**src/rtl/clk_start_pkg.sv**
```systemverilog
package clk_start_pkg;

    typedef enum logic [1:0] {
        SU_NO_MS    = 2'b00,
        SU_MS_SHORT = 2'b01,
        SU_MS_LONG  = 2'b10,
        SU_RSVD     = 2'b11
    } su_code_e;

    typedef enum logic [2:0] {
        ST_IDLE,
        ST_CLK_WAIT,
        ST_RST_CYCLES,
        ST_MS_WAIT,
        ST_RUN
    } seq_state_e;

    typedef enum logic {
        PATH_RESET,
        PATH_WAKE
    } seq_path_e;

    typedef struct packed {
        seq_state_e state;
        seq_path_e  path;
        su_code_e   code;
        logic       released;
    } seq_reg_t;

    function automatic int unsigned ms_goal(su_code_e c, int unsigned short_ms,
                                            int unsigned long_ms);
        case (c)
            SU_MS_SHORT: return short_ms;
            SU_MS_LONG:  return long_ms;
            default:     return 0;
        endcase
    endfunction

    function automatic int unsigned max2(int unsigned a, int unsigned b);
        return (a > b) ? a : b;
    endfunction

endpackage

```
**src/rtl/su_tick_sync.sv**
```systemverilog
module su_tick_sync #(
    parameter int unsigned STAGES = 2
) (
    input  logic clk,
    input  logic rst,
    input  logic tick_async,
    output logic tick_rise
);
    logic [STAGES-1:0] sync_q;
    logic              last_q;

    always_ff @(posedge clk) begin
        if (rst) begin
            sync_q <= '0;
            last_q <= 1'b0;
        end else begin
            sync_q <= {sync_q[STAGES-2:0], tick_async};
            last_q <= sync_q[STAGES-1];
        end
    end

    assign tick_rise = sync_q[STAGES-1] & ~last_q;
endmodule

```
**src/rtl/su_counter.sv**
```systemverilog
module su_counter #(
    parameter int unsigned W = 4
) (
    input  logic         clk,
    input  logic         clr,
    input  logic         en,
    output logic [W-1:0] cnt
);
    always_ff @(posedge clk) begin
        if (clr)
            cnt <= '0;
        else if (en)
            cnt <= cnt + 1'b1;
    end
endmodule

```
**src/rtl/clk_start_seq.sv**
```systemverilog
module clk_start_seq
    import clk_start_pkg::*;
#(
    parameter int unsigned PD_CYCLES  = 6,
    parameter int unsigned RST_CYCLES = 14,
    parameter int unsigned MS_SHORT   = 4,
    parameter int unsigned MS_LONG    = 64,
    parameter int unsigned SYNC_STG   = 2
) (
    input  logic       clk,
    input  logic       rst_req,
    input  logic [1:0] start_code,
    input  logic       ms_tick,
    input  logic       wake_req,
    input  logic       pd_enter,
    output logic       clk_en,
    output logic       core_rst,
    output logic       cfg_err
);
    localparam int unsigned CW = $clog2(max2(PD_CYCLES, RST_CYCLES) + 1);
    localparam int unsigned MW = $clog2(max2(MS_SHORT, MS_LONG) + 1);

    seq_reg_t        cur, nxt;
    logic [CW-1:0]   cyc_cnt;
    logic [MW-1:0]   ms_cnt;
    logic [MW-1:0]   ms_limit;
    logic            tick_rise;
    logic            cyc_clr, cyc_en, ms_clr, ms_en;
    logic            pd_done, rst_done, ms_done;

    su_tick_sync #(.STAGES(SYNC_STG)) tick_i (
        .clk        (clk),
        .rst        (rst_req),
        .tick_async (ms_tick),
        .tick_rise  (tick_rise)
    );

    su_counter #(.W(CW)) cyc_i (
        .clk (clk),
        .clr (cyc_clr),
        .en  (cyc_en),
        .cnt (cyc_cnt)
    );

    su_counter #(.W(MW)) ms_i (
        .clk (clk),
        .clr (ms_clr),
        .en  (ms_en),
        .cnt (ms_cnt)
    );

    assign ms_limit = MW'(ms_goal(cur.code, MS_SHORT, MS_LONG));
    assign pd_done  = (cur.state == ST_CLK_WAIT)   && (cyc_cnt == CW'(PD_CYCLES - 1));
    assign rst_done = (cur.state == ST_RST_CYCLES) && (cyc_cnt == CW'(RST_CYCLES - 1));
    assign ms_done  = (cur.state == ST_MS_WAIT) && tick_rise &&
                      (cur.code != SU_RSVD) && (ms_cnt == ms_limit - 1'b1);

    always_comb begin
        nxt = cur;
        unique case (cur.state)
            ST_IDLE: begin
                if (wake_req) begin
                    nxt.state = ST_CLK_WAIT;
                    nxt.path  = PATH_WAKE;
                end
            end
            ST_CLK_WAIT: begin
                if (pd_done)
                    nxt.state = (cur.path == PATH_WAKE) ? ST_RUN : ST_RST_CYCLES;
            end
            ST_RST_CYCLES: begin
                if (rst_done) begin
                    if (cur.code == SU_NO_MS) begin
                        nxt.state    = ST_RUN;
                        nxt.released = 1'b1;
                    end else begin
                        nxt.state = ST_MS_WAIT;
                    end
                end
            end
            ST_MS_WAIT: begin
                if (ms_done) begin
                    nxt.state    = ST_RUN;
                    nxt.released = 1'b1;
                end
            end
            ST_RUN: begin
                if (pd_enter)
                    nxt.state = ST_IDLE;
            end
            default: nxt.state = ST_CLK_WAIT;
        endcase
        if (rst_req) begin
            nxt.state    = ST_CLK_WAIT;
            nxt.path     = PATH_RESET;
            nxt.code     = su_code_e'(start_code);
            nxt.released = 1'b0;
        end
    end

    always_ff @(posedge clk) begin
        cur <= nxt;
    end

    assign cyc_clr = rst_req || (nxt.state != cur.state);
    assign cyc_en  = (cur.state == ST_CLK_WAIT) || (cur.state == ST_RST_CYCLES);
    assign ms_clr  = rst_req || (cur.state != ST_MS_WAIT);
    assign ms_en   = tick_rise;

    assign clk_en   = (cur.state == ST_RST_CYCLES) || (cur.state == ST_MS_WAIT) ||
                      (cur.state == ST_RUN);
    assign core_rst = ~cur.released;
    assign cfg_err  = (cur.code == SU_RSVD);
endmodule

```
**config.mk**
```make
export PLATFORM = sky130hd
export DESIGN_NAME = clk_start_seq
export DESIGN_NICKNAME = d
export VERILOG_FILES = /design/src/rtl/clk_start_pkg.sv /design/src/rtl/su_tick_sync.sv /design/src/rtl/su_counter.sv /design/src/rtl/clk_start_seq.sv
export SDC_FILE = /design/constraint.sdc
export NUM_CORES = 1
export LEC_CHECK = 0
export ABC_AREA = 1
export BUFFER_PORTS_ARGS = -buffer_cell sky130_fd_sc_hd__buf_2
export CAP_MARGIN = 20
export CORE_ASPECT_RATIO = 0.7
export CORE_UTILIZATION = 35
export CTS_BUF_LIST = sky130_fd_sc_hd__clkbuf_8
export CTS_CLUSTER_DIAMETER = 200
export DETAILED_ROUTE_END_ITERATION = 8
export GPL_TIMING_DRIVEN = 0
export PLACE_DENSITY = 0.53
export SLEW_MARGIN = 20
export SYNTH_ARGS = -nofsm -noshare
export SYNTH_HDL_FRONTEND = slang
export SYNTH_HIERARCHICAL = 1
export SYNTH_SLANG_ARGS = --single-unit
```
**constraint.sdc**
```tcl
create_clock -name clk -period 1.75 [get_ports clk]
set_input_delay 0.35 -clock clk [delete_from_list [all_inputs] [get_ports clk]]
set_output_delay 0.35 -clock clk [all_outputs]
set_load 0.02 [all_outputs]
```
# Word-level counts from Yosys, hierarchy flattened
# Index checks and enable logic that the tools add are counted.
op_classes:
  addsub: 3
  n_eq_ne: 16
  muxes: 15
  n_bitwise: 3
  reduce_logical: 15
op_table:
  columns: ["op", "n"]
  rows:
  - ["3-bit two-way mux", 6]
  - ["3-bit case mux with 5 select lines", 1]
  - ["7-bit case mux with 2 select lines", 1]
  - ["2-bit inequality test (second input constant)", 4]
  - ["7-bit by 1-bit adder with 7-bit output (second input constant)", 1]
  - ["7-bit equality test", 1]
  - ["7-bit two-way mux", 1]
  - ["7-bit by 1-bit subtractor with 7-bit output (second input constant)", 1]
  - ["3-bit by 2-bit equality test with 1-bit output (second input constant)", 2]
  - ["1-bit logical AND", 5]
  - ["1-bit logical OR", 5]
  - ["4-bit by 1-bit adder with 4-bit output (second input constant)", 1]
  - ["2-bit equality test (second input constant)", 2]
  - ["4-bit by 3-bit equality test with 1-bit output (second input constant)", 1]
  - ["4-bit equality test (second input constant)", 1]
  - ["1-bit two-way mux", 4]
  - ["4-bit two-way mux", 1]
  - ["4-bit AND reduction", 1]
  - ["3-bit by 1-bit equality test with 1-bit output (second input constant)", 1]
  - ["3-bit equality test (second input constant)", 1]
  - ["3-bit zero test", 1]
  - ["3-bit by 2-bit inequality test with 1-bit output (second input constant)", 1]
  - ["3-bit inequality test", 1]
  - ["2-bit by 1-bit equality test with 1-bit output (second input constant)", 1]
  - ["6 further kinds", 7]
totals:
  register_bits: 21

# Depth between registers and ports, before layout
logic_depth:
  ltp_word: 10
  mapped_depth: 17
  ltp_nobuf: 17

# By module
# Netlist, hierarchy kept.
by_module_without_submodules:
  columns: ["module", "instances", "cells_per_inst", "area_per_inst_um2", "seq_area_each_um2"]
  rows:
  - ["clk_start_seq", 1, 93, 581.8, 160.2]
  - ["su_counter at ms_i", 1, 43, 314.1, 140.1]
  - ["su_counter at cyc_i", 1, 23, 170.2, 80.1]
  - ["su_tick_sync", 1, 10, 86.3, 60.1]

# Worst setup path after synthesis
# OpenSTA, ideal clock, no wires.
synth_timing:
  kind: "register to register"
  from: "register cur[1] (netlist bit)"
  to: "register cyc_i.cnt[1]"
  setup_ps: 70
  arrival_ps: 1698
  path_slack_ps: -18
  stages_incl_launch_ff: 17
  n_path_buf: 0
  synth_period_minus_slack_ps: 1768
  cell_sequence: "edfxtp_1 -> ha_1 -> inv_1 -> nand2_1 -> nor2_1 -> nand2_1 -> nor2_1 -> nand2_1 -> nand2_2 -> nand2_2 -> nand2_1 -> nand2_1 -> inv_1 -> nand3_2 -> inv_1 -> o21ai_0 -> a21oi_1"
synth_rtl:
  columns: ["item", "line", "rtl"]
  rows:
  - ["start: declaration", "clk_start_seq.sv:23", "seq_reg_t cur, nxt;"]
  - ["start signal: assignment", "clk_start_seq.sv:102", "cur <= nxt;"]
  - ["end signal: assignment", "su_counter.sv:13", "cnt <= cnt + 1'b1;"]
  - ["end: declaration", "su_counter.sv:7", "output logic [W-1:0] cnt"]

==> metrics.log <==
[metrics] clock transition at the registers of the reported paths: 0.07 ns
[metrics] setup slack after layout: -0.0898 ns
[metrics] CTS tree: built
[metrics] sequential element share of the synthesized area: 38.2%
[metrics] max-slew violations: 0
[metrics] horizontal die dimension: 70.6 µm
[metrics] net total in the final layout: 198
[metrics] Netlist cell types: 19
[metrics] Slowest Stage Delay on Critical Path: 0.42 ns
[metrics] synthesized netlist cell count: 169
[metrics] worst hold-check slack: 0.267 ns
[metrics] area share of the largest cell type after synthesis: 33.0%
[metrics] period utilisation layout: 105%
[metrics] setup total negative slack: -0.208 ns
[metrics] cts hold-fix bufs: 0
[metrics] weighted congestion at the end of routability-driven global placement: 0.792
[metrics] worst slack after detailed placement: -0.196 ns
[metrics] Final Non-Filler Cells: 223
[metrics] residual DRC count: 0
[metrics] reported leakage power: 0.591 nW
[metrics] initial standard-cell utilization of the core: 36.6%
[metrics] timing-limited maximum frequency: 544 MHz
[metrics] first-pass iteration count of the detailed router: 4
[metrics] startpoint class of the critical path: flip-flop
[metrics] Post-synth EDFFs: 2
[metrics] series of cell instances along the critical path: inv_2, ha_4, inv_2, nand2_1, nand2_1, nand2_1, nor2_1, nand2_2, nand2_4, nand2_2, nand2_1, nand2_1, inv_1, nand3_2, inv_2, o21ai_2, a21oi_1
[metrics] netlist area before placement: 0.00115 mm²
[metrics] wire length of the first global-routing pass: 3.80 mm
[metrics] dpl cell area: 0.00125 mm²
[metrics] Detailed Route WL: 2.14 mm
[metrics] maximum vdd ir drop: 396 µV
[metrics] crit end category: flip-flop
[metrics] standard cell with the maximum stage delay on the critical path: sky130_fd_sc_hd__edfxtp_1
[metrics] Clock Sinks: 21
[metrics] arrival time of data at the critical path endpoint: 2.03 ns
[metrics] Crit Path Max Fanout: 4
[metrics] y dimension of the die: 50.0 µm
[metrics] DRT antenna net count: 0
[metrics] setup repair after global routing missed its margin: true
[metrics] Max clock buf depth: 2
[metrics] placed wire-length estimate: 1.61 mm
[metrics] top cell type by total area after synthesis: sky130_fd_sc_hd__dfxtp_1
[metrics] post-detailed-route via-to-cell ratio: 4.53
[metrics] final count of negative-setup-slack endpoints: 4
[metrics] TritonCTS buffer count: 3
[metrics] Wirelength per Cell: 9.58 µm
[metrics] Critical Path Most Common Cell: sky130_fd_sc_hd__nand2_1
[metrics] number of global-route vias before repair: 877
[metrics] num ports: 10
[metrics] post-synthesis net count: 181
[metrics] Synth area leaders: sky130_fd_sc_hd__dfxtp_1, sky130_fd_sc_hd__nand2_1, sky130_fd_sc_hd__nor2_1
[metrics] data required time at the worst endpoint: 1.94 ns
[metrics] count of yosys warnings during synthesis: 6
[metrics] final hold violation count: 0
[metrics] Crit Path Class: reg -> reg
[metrics] Max H-tree Level: 1
[metrics] clock tree root driver cell: sky130_fd_sc_hd__clkbuf_8
[metrics] number of antenna cells inserted: 0
[metrics] buffers added on ports: 9
[metrics] Post-synth top cells: sky130_fd_sc_hd__nand2_1, sky130_fd_sc_hd__nor2_1, sky130_fd_sc_hd__inv_1
[metrics] type of the worst min-delay path: in -> reg
[metrics] asr flop ratio synth: 0%
[metrics] placed cells: 216
[metrics] Slew headroom: 68.3%
[metrics] cell area power density: 845 mW/mm²
[metrics] Total Die Area: 0.00353 mm²
[metrics] status: finished with violations
[metrics] GRT Overall Usage: 14.1%
[metrics] Max Clock Skew: 0.00540 ns
[metrics] total via count in the routed design: 1011
[metrics] most common flop cell mapped by yosys: sky130_fd_sc_hd__dfxtp_1
[metrics] layout cell share with drive strength beyond 1: 22.2%
[metrics] Seq cells post-synth: 21
[metrics] number of DRC markers in iteration 0: 57
[metrics] area delta synth->final: 16.6%
[metrics] clk_lat worst skew: 0.26 ns
[metrics] Max-cap violations: 0
[metrics] pin slew with the least headroom to its limit: 0.472 ns
[metrics] failing checks: setup timing
[metrics] final global-route overflow total: 0
[metrics] num rows: 17
[metrics] min cycle time layout: 1.84 ns
[metrics] initial antenna violation count: 0
[metrics] largest net degree at the start of global routing: 12
[metrics] final design area excluding fillers: 0.00134 mm²
[metrics] mean instance size in the synthesized netlist: 6.82 µm²
[metrics] CORE AREA: 0.00315 mm²
[metrics] most repeated cell in the gate-level netlist after synthesis: sky130_fd_sc_hd__nand2_1
[layout by cell type (no fill, tap or decap), types with 4 or more instances in the layout]
cell,instances
sky130_fd_sc_hd__a21oi_1,10
sky130_fd_sc_hd__buf_2,9
sky130_fd_sc_hd__dfxtp_1,19
sky130_fd_sc_hd__inv_1,25
sky130_fd_sc_hd__inv_2,5
sky130_fd_sc_hd__nand2_1,42
sky130_fd_sc_hd__nand2_2,6
sky130_fd_sc_hd__nand3_1,7
sky130_fd_sc_hd__nor2_1,28
sky130_fd_sc_hd__nor2_4,4
[worst max-delay path, delay by kind of cell, from the launching register on]
family	cells	cell delay [ns]
and+or+nand+nor	10	0.66
DFF	1	0.42
buffers and inverters	4	0.31
adders and majority gates	1	0.21
AOI/OAI and AO/OA	2	0.17
[layout make-up]
type / count / area, µm²
Fill cell: 337 / 1800
Multi-Input combinational cell: 118 / 623
Sequential cell: 21 / 440
Inverter: 29 / 109
Timing Repair Buffer: 12 / 67.6
Tap cell: 38 / 47.5
Clock buffer: 3 / 41.3
Buffer: 1 / 11.3
Clock inverter: 1 / 3.75
[metal layers]
metal,vias to the layer above,part of all wire (%),global-route usage [%]
li1,548,-,-
met1,442,55,19.2
met2,19,39,20.7
met3,2,5.2,4.91
met4,0,0.66,5.00
met5,-,0,0
[report_power, final]
| group | internal, mW | switching (mW) |
|---|---|---|
| combinational | 0.107 | 0.157 |
| clock | 0.156 | 0.151 |
| sequential | 0.525 | 0.0397 |
[through the flow]
stage / total power [mW] / utilization (%)
3_5_place_dp: 0.810 / 39.6
6_report: 1.14 / 42.7
5_1_grt: 1.23 / 42.7
4_1_cts: 1.14 / 41.5
2_1_floorplan: 0.755 / -
3_3_place_gp: 0.803 / 39.6
[final timing paths]
check / start / end / slack [ns] / cells past startpoint
max: cur[2] / cyc_i/cnt[1] / -0.09 / 17
min: start_code[1] / cur[2] / 0.27 / 1
max reg2reg: cur[2] / cyc_i/cnt[1] / -0.09 / 17
min reg2reg: tick_i/sync_q[0] / tick_i/sync_q[1] / 0.41 / 2
[sequential cells by signal, summed over array words and instances (netlist names)]
signal and count:
cyc_i/cnt 4, cur 7, ms_i/cnt 7, tick_i/sync_q 2, tick_i/last_q 1
[cell families after synthesis]
kind of cell             share of synthesized area [%]
buffers and inverters                             10.4
AO/OA/AOI/OAI                                     7.06
flip-flops                                        38.2
AND/OR/NAND/NOR                                   38.9
adder cells (fa/ha/maj)                           5.43
[timing repair]
item	CTS	global route
endpoints found under the hold margin	0	0
resized for setup	2	10
gates cloned	0	0
endpoints found under the setup margin	4	4
pin swaps	10	10
setup buffers	2	1
No activity file was read; power rests on OpenSTA's default activity.
